[config.mk]
export PLATFORM = sky130hd
export DESIGN_NAME = mem_resp_err_inj
export DESIGN_NICKNAME = d
export VERILOG_FILES = /design/src/rtl/mri_pkg.sv /design/src/rtl/mri_regs.sv /design/src/rtl/mri_fsm.sv /design/src/rtl/mri_corrupt.sv /design/src/rtl/mem_resp_err_inj.sv
export SDC_FILE = /design/constraint.sdc
export NUM_CORES = 1
export LEC_CHECK = 0
export CAP_MARGIN = 10
export CORE_UTILIZATION = 34
export DETAILED_ROUTE_END_ITERATION = 10
export GPL_TIMING_DRIVEN = 0
export PLACE_DENSITY = 0.86
export SLEW_MARGIN = 40
export SYNTH_ARGS = -nofsm -noshare
export SYNTH_HDL_FRONTEND = slang
export SYNTH_SLANG_ARGS = --single-unit
[constraint.sdc]
create_clock -name clk -period 3.5 [get_ports clk]
set_input_delay 0.35 -clock clk [delete_from_list [all_inputs] [get_ports clk]]
set_output_delay 0.35 -clock clk [all_outputs]
set_load 0.02 [all_outputs]
[src/rtl/mri_pkg.sv]
package mri_pkg;
    localparam int REG_W = 32;

    typedef enum logic [1:0] {
        ST_IDLE = 2'd0,
        ST_ONCE = 2'd1,
        ST_RUN  = 2'd2
    } inj_state_t;

    localparam int SEL_SBE = 0;
    localparam int SEL_DBE = 1;
    localparam int SEL_B0  = 17;
    localparam int SEL_B1  = 18;
    localparam int SEL_R0  = 25;
    localparam int SEL_R1  = 26;

    typedef struct packed {
        logic       sbe;
        logic       dbe;
        logic [1:0] bflip;
        logic [1:0] rflip;
    } fault_sel_t;
endpackage

[src/rtl/mri_regs.sv]
module mri_regs
    import mri_pkg::*;
#(
    parameter int                ADDR_W    = 12,
    parameter int                CNT_W     = 3,
    parameter logic [ADDR_W-1:0] CTRL_ADDR = 12'h600,
    parameter logic [ADDR_W-1:0] SEL_ADDR  = 12'h604
) (
    input  logic              clk,
    input  logic              rst_n,
    input  logic              wr_en,
    input  logic              rd_en,
    input  logic [ADDR_W-1:0] addr,
    input  logic [REG_W-1:0]  wdata,
    output logic [REG_W-1:0]  rdata,
    input  logic              hw_clear,
    output logic              ctrl_wr,
    output logic [1:0]        new_mode,
    output logic [CNT_W-1:0]  new_cnt,
    output fault_sel_t        sel
);
    logic [1:0]       mode_q;
    logic [CNT_W-1:0] cnt_q;
    logic             sel_wr;

    assign ctrl_wr  = wr_en && (addr == CTRL_ADDR);
    assign sel_wr   = wr_en && (addr == SEL_ADDR);
    assign new_mode = wdata[1:0];
    assign new_cnt  = wdata[2 +: CNT_W];

    always_ff @(posedge clk or negedge rst_n) begin
        if (!rst_n) begin
            mode_q <= 2'b00;
            cnt_q  <= '0;
        end else if (ctrl_wr) begin
            mode_q <= new_mode;
            cnt_q  <= new_cnt;
        end else if (hw_clear) begin
            mode_q <= 2'b00;
        end
    end

    always_ff @(posedge clk or negedge rst_n) begin
        if (!rst_n) begin
            sel <= '0;
        end else if (sel_wr) begin
            sel.sbe   <= wdata[SEL_SBE];
            sel.dbe   <= wdata[SEL_DBE];
            sel.bflip <= {wdata[SEL_B1], wdata[SEL_B0]};
            sel.rflip <= {wdata[SEL_R1], wdata[SEL_R0]};
        end
    end

    always_comb begin
        rdata = '0;
        if (rd_en) begin
            if (addr == CTRL_ADDR) begin
                rdata[1:0]       = mode_q;
                rdata[2 +: CNT_W] = cnt_q;
            end else if (addr == SEL_ADDR) begin
                rdata[SEL_SBE] = sel.sbe;
                rdata[SEL_DBE] = sel.dbe;
                rdata[SEL_B0]  = sel.bflip[0];
                rdata[SEL_B1]  = sel.bflip[1];
                rdata[SEL_R0]  = sel.rflip[0];
                rdata[SEL_R1]  = sel.rflip[1];
            end
        end
    end
endmodule

[src/rtl/mri_fsm.sv]
module mri_fsm
    import mri_pkg::*;
#(
    parameter int CNT_W = 3
) (
    input  logic             clk,
    input  logic             rst_n,
    input  logic             ctrl_wr,
    input  logic [1:0]       new_mode,
    input  logic [CNT_W-1:0] new_cnt,
    input  logic             xfer,
    output logic             active,
    output logic             done,
    output inj_state_t       state,
    output logic [CNT_W-1:0] remain
);
    inj_state_t       state_d;
    logic [CNT_W-1:0] remain_d;

    always_ff @(posedge clk or negedge rst_n) begin
        if (!rst_n) begin
            state  <= ST_IDLE;
            remain <= '0;
        end else begin
            state  <= state_d;
            remain <= remain_d;
        end
    end

    always_comb begin
        state_d  = state;
        remain_d = remain;
        done     = 1'b0;
        active   = (state != ST_IDLE);
        if (ctrl_wr) begin
            remain_d = new_cnt;
            if (new_mode == 2'b00)   state_d = ST_IDLE;
            else if (new_mode[1])    state_d = ST_RUN;
            else                     state_d = ST_ONCE;
        end else begin
            unique case (state)
                ST_IDLE: ;
                ST_ONCE: begin
                    if (xfer) begin
                        state_d = ST_IDLE;
                        done    = 1'b1;
                    end
                end
                ST_RUN: begin
                    if (xfer) begin
                        if (remain == '0) begin
                            state_d = ST_IDLE;
                            done    = 1'b1;
                        end else begin
                            remain_d = remain - 1'b1;
                        end
                    end
                end
                default: state_d = ST_IDLE;
            endcase
        end
    end
endmodule

[src/rtl/mri_corrupt.sv]
module mri_corrupt
    import mri_pkg::*;
#(
    parameter int ECC_W = 8
) (
    input  logic             active,
    input  fault_sel_t       sel,
    input  logic [ECC_W-1:0] ecc_in,
    input  logic [1:0]       bresp_in,
    input  logic [1:0]       rresp_in,
    output logic [ECC_W-1:0] ecc_out,
    output logic [1:0]       bresp_out,
    output logic [1:0]       rresp_out
);
    logic [ECC_W-1:0] ecc_mask;

    always_comb begin
        ecc_mask = '0;
        if (active) begin
            if (sel.dbe)      ecc_mask[1:0] = 2'b11;
            else if (sel.sbe) ecc_mask[0]   = 1'b1;
        end
    end

    assign ecc_out   = ecc_in ^ ecc_mask;
    assign bresp_out = bresp_in ^ (active ? sel.bflip : 2'b00);
    assign rresp_out = rresp_in ^ (active ? sel.rflip : 2'b00);
endmodule

[src/rtl/mem_resp_err_inj.sv]
module mem_resp_err_inj
    import mri_pkg::*;
#(
    parameter int                ADDR_W    = 12,
    parameter int                ECC_W     = 8,
    parameter int                CNT_W     = 3,
    parameter logic [ADDR_W-1:0] CTRL_ADDR = 12'h600,
    parameter logic [ADDR_W-1:0] SEL_ADDR  = 12'h604
) (
    input  logic              clk,
    input  logic              rst_n,
    input  logic              reg_wr_en,
    input  logic              reg_rd_en,
    input  logic [ADDR_W-1:0] reg_addr,
    input  logic [31:0]       reg_wdata,
    output logic [31:0]       reg_rdata,
    input  logic              wr_valid,
    input  logic              wr_ready,
    input  logic [ECC_W-1:0]  ecc_in,
    output logic [ECC_W-1:0]  ecc_out,
    input  logic              bresp_valid,
    input  logic              bresp_ready,
    input  logic [1:0]        bresp_in,
    output logic [1:0]        bresp_out,
    input  logic              rdat_valid,
    input  logic              rdat_ready,
    input  logic [1:0]        rresp_in,
    output logic [1:0]        rresp_out
);
    logic             ctrl_wr;
    logic [1:0]       new_mode;
    logic [CNT_W-1:0] new_cnt;
    fault_sel_t       sel;
    logic             active;
    logic             done;
    inj_state_t       state;
    logic [CNT_W-1:0] remain;
    logic             xfer;
    logic             wr_hs, b_hs, r_hs;
    logic             use_ecc, use_b, use_r, use_none;

    assign wr_hs    = wr_valid && wr_ready;
    assign b_hs     = bresp_valid && bresp_ready;
    assign r_hs     = rdat_valid && rdat_ready;
    assign use_ecc  = sel.sbe || sel.dbe;
    assign use_b    = |sel.bflip;
    assign use_r    = |sel.rflip;
    assign use_none = !(use_ecc || use_b || use_r);
    assign xfer     = (wr_hs && use_ecc) || (b_hs && use_b) || (r_hs && use_r)
                    || (use_none && (wr_hs || b_hs || r_hs));

    mri_regs #(
        .ADDR_W(ADDR_W), .CNT_W(CNT_W),
        .CTRL_ADDR(CTRL_ADDR), .SEL_ADDR(SEL_ADDR)
    ) u_regs (
        .clk(clk), .rst_n(rst_n),
        .wr_en(reg_wr_en), .rd_en(reg_rd_en), .addr(reg_addr),
        .wdata(reg_wdata), .rdata(reg_rdata),
        .hw_clear(done), .ctrl_wr(ctrl_wr),
        .new_mode(new_mode), .new_cnt(new_cnt), .sel(sel)
    );

    mri_fsm #(.CNT_W(CNT_W)) u_fsm (
        .clk(clk), .rst_n(rst_n),
        .ctrl_wr(ctrl_wr), .new_mode(new_mode), .new_cnt(new_cnt),
        .xfer(xfer), .active(active), .done(done),
        .state(state), .remain(remain)
    );

    mri_corrupt #(.ECC_W(ECC_W)) u_corrupt (
        .active(active), .sel(sel),
        .ecc_in(ecc_in), .bresp_in(bresp_in), .rresp_in(rresp_in),
        .ecc_out(ecc_out), .bresp_out(bresp_out), .rresp_out(rresp_out)
    );
endmodule

* After elaboration in Yosys (flattened, before gate mapping)
Cells that the tools add are included.
** Storage, ports and cells
- Register bits after elaboration :: 16
- Input bits :: 66
- Output and inout bits :: 44
- Word-level logic and storage cells :: 84
** Cells by class
- Add/subtract/negate cells :: 1
- Eq/ne operators :: 9
- Mux-type cells :: 34
- Bitwise operators :: 3
- Reduce and logical (&&, ||, !) cells :: 29
** Operators with widths (count)
- 2-bit 2-to-1 mux :: 19
- 12-bit by 11-bit == test with 1-bit output, second input constant :: 2
- 3-bit 2-to-1 mux :: 5
- 1-bit logical AND :: 9
- 3-bit by 2-bit inequality test with 1-bit output, second input constant :: 3
- 1-bit logical OR :: 8
- 2-bit nonzero test :: 4
- 8-bit by 2-bit bitwise XOR with 8-bit output :: 1
- 1-bit 2-to-1 mux :: 7
- 2-bit one-hot mux with 3 select lines :: 1
- 5-bit 2-to-1 mux :: 1
- 2-bit logical NOT :: 2
- 2-bit inequality test, second input constant :: 2
- 4-bit AND reduction :: 1
- 2-bit OR reduction :: 2
- 2-bit bitwise XOR :: 2
- 3-bit logical NOT :: 1
- 3-bit AND reduction :: 1
- 3-bit by 1-bit subtractor with 3-bit output, second input constant :: 1
- 2-bit by 1-bit == test with 1-bit output, second input constant :: 1
- 2-bit == test, second input constant :: 1
- 1-bit one-hot mux with 2 select lines :: 1
- 1-bit logical NOT :: 1

* Depth between registers and ports, before layout
- Depth after elaboration :: 11
- Gate-level depth with buffers :: 7
- Depth with buffers taken out :: 6

* Hierarchy
Synthesis repeated with hierarchy kept, for this count alone.
** Unflattened totals
- Cell total of the unflattened synthesis :: 146
- Area total of the unflattened synthesis :: 1406.3 um^2
** Modules (own cells, without submodules)
- mri_regs :: instances 1, cells each 81, area each 840.8 um^2, sequential area each 275.3 um^2
- mri_fsm :: instances 1, cells each 40, area each 386.6 um^2, sequential area each 125.1 um^2
- mri_corrupt :: instances 1, cells each 18, area each 125.1 um^2, sequential area each 0.0 um^2
- mem_resp_err_inj :: instances 1, cells each 7, area each 53.8 um^2, sequential area each 0.0 um^2

* Worst setup path before layout
No wires, ideal clock.
- Kind :: input to output
- From :: input port reg_addr[11]
- To :: output port reg_rdata[0]
- Arrival time :: 1569 ps
- Required time :: 3150 ps
- Setup slack :: 1581 ps
- Stages on the path :: 4
- Path through :: nand4bb_1 > nor4_1 > nor3b_1 > a22o_1
** On the way
- Word-level cells in the longest chain between the ends :: 4
- Elaborated cells between the ends (all ways) :: 5
- Classes of those cells :: eq/ne: 2; mux: 3
** RTL lines
- start: declaration :: RTL line mem_resp_err_inj.sv:14 : input logic [ADDR_W-1:0] reg_addr,
- 12-bit by 11-bit == test with 1-bit output :: RTL line mri_regs.sv:60 : end else if (addr == SEL_ADDR) begin
- 2-bit 2-to-1 mux :: RTL line mri_regs.sv:60
- 2-bit 2-to-1 mux * :: RTL line mri_regs.sv:57 : if (addr == CTRL_ADDR) begin
- 5-bit 2-to-1 mux * :: RTL line mri_regs.sv:56 : if (rd_en) begin
- end: declaration :: RTL line mem_resp_err_inj.sv:16 : output logic [31:0] reg_rdata,
Mark *: on every way between the ends. The rest lies on a longest branch, timed or not.

* Final worst setup path
- From :: input port reg_addr[11]
- To :: output port reg_rdata[1]
Same word-level chain as after synthesis.

==> results_tabular.tex <==
\begin{tabular}{lr}
\hline
Metric & Value \\
\hline
\multicolumn{2}{l}{\textbf{Floorplanning}} \\
Total Die Area & 0.00395 mm2 \\
Std-Cell Core Area & 0.00344 mm2 \\
Y dimension of the die & 62.8 um \\
I/O pin count & 110 \\
Width of the chip & 62.8 um \\
Initial core utilization & 36.6\% \\
Count of standard-cell rows & 21 \\
\multicolumn{2}{l}{\textbf{Global routing}} \\
Antenna violations before repair & 0 \\
Total global routing overflow & 0 \\
Largest net degree at the start of global routing & 17 \\
Global Route Usage Sum & 14.1\% \\
First-pass GRT wire length & 4.42 mm \\
Number of global-route vias before repair & 1012 \\
\multicolumn{2}{l}{\textbf{Timing}} \\
Total setup violations reported at the end of the flow & 0 \\
Relative max-transition margin & 50.9\% \\
Final hold viol count & 0 \\
Fmax & 315 MHz \\
Max-slew violation count & 0 \\
Final critical path time including I/O delays and setup & 3180 ps \\
Setup repair after global routing missed its margin & false \\
Final setup TNS & 0 ps \\
Max Clock Skew & 4.96 ps \\
Share of the clock period used by the worst path & 90.8\% \\
Worst slew pin tran & 729 ps \\
\multicolumn{2}{l}{\textbf{Route}} \\
Total Routed Length & 2.70 mm \\
Post-route ant nets & 0 \\
Mean number of vias per cell & 4.38 \\
Number of vias in the routed layout & 1162 \\
Detailed-routing iteration count for the pre-antenna-repair pass & 4 \\
Routed WL per cell & 10.2 um \\
Iter 0 DRT Violations & 42 \\
DR DRC count & 0 \\
\multicolumn{2}{l}{\textbf{Power and ir drop}} \\
Power density relative to cell area & 282 mW/mm2 \\
Worst IR drop on VDD & 0.000168 V \\
Static Leakage & 0.000947 uW \\
\multicolumn{2}{l}{\textbf{Place}} \\
Count of input and output buffers & 57 \\
Final estimated routing congestion in global placement & 0.780 \\
Inst Count DP & 261 \\
HPWL after detailed placement & 2.28 mm \\
\multicolumn{2}{l}{\textbf{Run status}} \\
Status & finished, final reports clean \\
\multicolumn{2}{l}{\textbf{CTS}} \\
TritonCTS Sinks & 16 \\
Hold buffer count at CTS & 0 \\
H-tree lvl count & 1 \\
Clock buffer count from CTS & 3 \\
Post-cts resize count & 0 \\
Postcts setup bufs & 0 \\
CTS tree & built \\
Number of buffers on the longest clock path & 2 \\
Clk slew on worst S/H paths & 60 ps \\
Insertion delay to the later sink of the worst-skew pair & 250 ps \\
Root buf cell & sky130\_fd\_sc\_hd\_\_clkbuf\_8 \\
\multicolumn{2}{l}{\textbf{Layout}} \\
Sequential standard cell area & 400 um2 \\
Antenna Diode Count & 0 \\
NumNets Final & 291 \\
Number of standard cells in the layout, taps in and fillers out & 265 \\
Footprint of the multi-input gates & 687 um2 \\
Fill cell total of the finished layout & 316 \\
Area delta synth->final & 60.8\% \\
Fraction of layout instances using a drive strength above 1 & 20.5\% \\
\multicolumn{2}{l}{\textbf{Synthesis}} \\
Share of the synthesized area in the top cell type & 31.8\% \\
Post-synth design cell area & 0.00126 mm2 \\
Asr flop ratio synth & 100\% \\
Main synth FF type & sky130\_fd\_sc\_hd\_\_dfrtp\_1 \\
Number of unique standard cell types used by synthesis & 37 \\
Gate Count Post-Synth & 136 \\
Cell taking the most area after synthesis & sky130\_fd\_sc\_hd\_\_dfrtp\_1 \\
Synthesized flop and latch total & 16 \\
Leading cell types by total area after synthesis & sky130\_fd\_sc\_hd\_\_dfrtp\_1 32\%, sky130\_fd\_sc\_hd\_\_buf\_4 17\%, sky130\_fd\_sc\_hd\_\_mux2\_2 7.2\%, sky130\_fd\_sc\_hd\_\_ha\_1 5.0\%, sky130\_fd\_sc\_hd\_\_xnor2\_1 4.9\% \\
EDFF count, synth & 0 \\
Proportion of synthesized chip area in sequential cells & 31.8\% \\
Total number of yosys warnings & 0 \\
Synthesized area per cell & 9.26 um2 \\
\multicolumn{2}{l}{\textbf{Run}} \\
Number of max-cap violations & 0 \\
\multicolumn{2}{l}{\textbf{Worst hold path}} \\
Worst min-delay path class & input port to async pin \\
\multicolumn{2}{l}{\textbf{Critical path}} \\
Category of the worst setup path capture point & output pin \\
Crit Path Category & input port to output pin \\
Max FO, Critical Path & 5 \\
Worst endpoint data arrival time & 2830 ps \\
Crit path required time & 3150 ps \\
Sort of element at the start of the critical path & input port \\
\hline
\end{tabular}
## critical path: stages
cell and delay, ps:
sky130_fd_sc_hd__clkdlybuf4s50_1 390, sky130_fd_sc_hd__nand4bb_1 180, sky130_fd_sc_hd__nor4_1 570, sky130_fd_sc_hd__nor3b_1 520, sky130_fd_sc_hd__a22o_1 220, sky130_fd_sc_hd__clkdlybuf4s50_1 610
## cell families after synthesis
| logic type | after synthesis | synth area share [%] |
|---|---|---|
| other | 1 | 0.298 |
| adder cells (fa/ha/maj) | 5 | 4.97 |
| multiplexers | 9 | 7.95 |
| AND/OR/NAND/NOR | 41 | 19.3 |
| XOR/XNOR | 8 | 5.57 |
| buffers and inverters | 38 | 20.2 |
| AO/OA/AOI/OAI | 18 | 9.94 |
| flip-flops | 16 | 31.8 |
## layout make-up
cell class                      count  area share, %
Buffer                             31           11.2
Clock buffer                        4           2.72
Inverter                            7           1.30
Multi-Input combinational cell    104           33.9
Sequential cell                    16           19.8
Tap cell                           46           2.84
Timing Repair Buffer               57           28.2
## state kept, by name, indices dropped and copies added, names as in the netlist
signal	flops
u_regs.cnt_q	3
u_fsm.state	2
u_regs.sel	6
u_fsm.remain	3
u_regs.mode_q	2
## through the flow
step / power (uW) / cell area, um2 / util, % / worst slack (ps) / hold slack (ps)
after floorplan: 340 / 1340 / - / 1580 / 54.4
after global placement: 409 / 1970 / 57.2 / 389 / 484
after detailed placement: 416 / 1970 / 57.2 / 358 / 497
after CTS: 580 / 2020 / 58.8 / 338 / 515
after global routing: 608 / 2020 / 58.8 / 66.1 / 518
final: 572 / 2020 / 58.8 / 321 / 512
## per-layer routing
metal | GRT usage, % | vias to the layer above | share of wire [%]
met1 | 14.9 | 523 | 38
met2 | 26.8 | 54 | 53
li1 | - | 581 | -
met3 | 3.28 | 4 | 7.9
met5 | 0 | - | 0
met4 | 5.23 | 0 | 0.96
## path summary, 6_finish.rpt
check | start | to | slack, ps | cells after the start
worst max-delay path | reg_addr[11] | reg_rdata[1] | 320 | 6
worst min-delay path | rst_n | u_fsm.remain[2]$_DFFE_PN0P_ | 510 | 1
worst max register to register | u_regs.sel[0]$_DFFE_PN0P_ | u_fsm.remain[1]$_DFFE_PN0P_ | 1460 | 5
worst min register to register | u_regs.cnt_q[1]$_DFFE_PN0P_ | u_regs.cnt_q[1]$_DFFE_PN0P_ | 510 | 1
max in group asynchronous | rst_n | u_regs.sel[1]$_DFFE_PN0P_ | 2550 | 1
min in group clk | u_regs.cnt_q[1]$_DFFE_PN0P_ | u_regs.cnt_q[1]$_DFFE_PN0P_ | 510 | 1
## layout by cell type, fill, tap and decap left out, drive strengths merged, types with 2 or more instances in the layout
| cell type | count |
|---|---|
| a22o | 2 |
| and2 | 8 |
| buf | 30 |
| clkbuf | 5 |
| clkdlybuf4s50 | 57 |
| conb | 23 |
| dfrtp | 16 |
| ha | 5 |
| inv | 7 |
| mux2 | 8 |
| nand2 | 9 |
| nand2b | 5 |
| nor2 | 4 |
| nor3 | 2 |
| nor4 | 3 |
| o211ai | 4 |
| o21ai | 7 |
| xnor2 | 7 |
## power breakdown
group	switching (uW)	internal [uW]	leakage, uW
clock network	60.1	99.7	0.0000288
logic	93.2	109	0.000714
registers	5.36	204	0.000204
## synth_stat cells (2+ instances only)
library cell,count
sky130_fd_sc_hd__a22o_1,2
sky130_fd_sc_hd__and2_1,7
sky130_fd_sc_hd__buf_4,29
sky130_fd_sc_hd__dfrtp_1,16
sky130_fd_sc_hd__ha_1,5
sky130_fd_sc_hd__inv_1,7
sky130_fd_sc_hd__mux2_2,8
sky130_fd_sc_hd__nand2_1,9
sky130_fd_sc_hd__nand2b_1,5
sky130_fd_sc_hd__nor2_1,4
sky130_fd_sc_hd__nor3_1,2
sky130_fd_sc_hd__nor4_1,2
sky130_fd_sc_hd__o211ai_1,4
sky130_fd_sc_hd__o21ai_0,7
sky130_fd_sc_hd__xnor2_1,7
(Power assumes the default switching activity.)
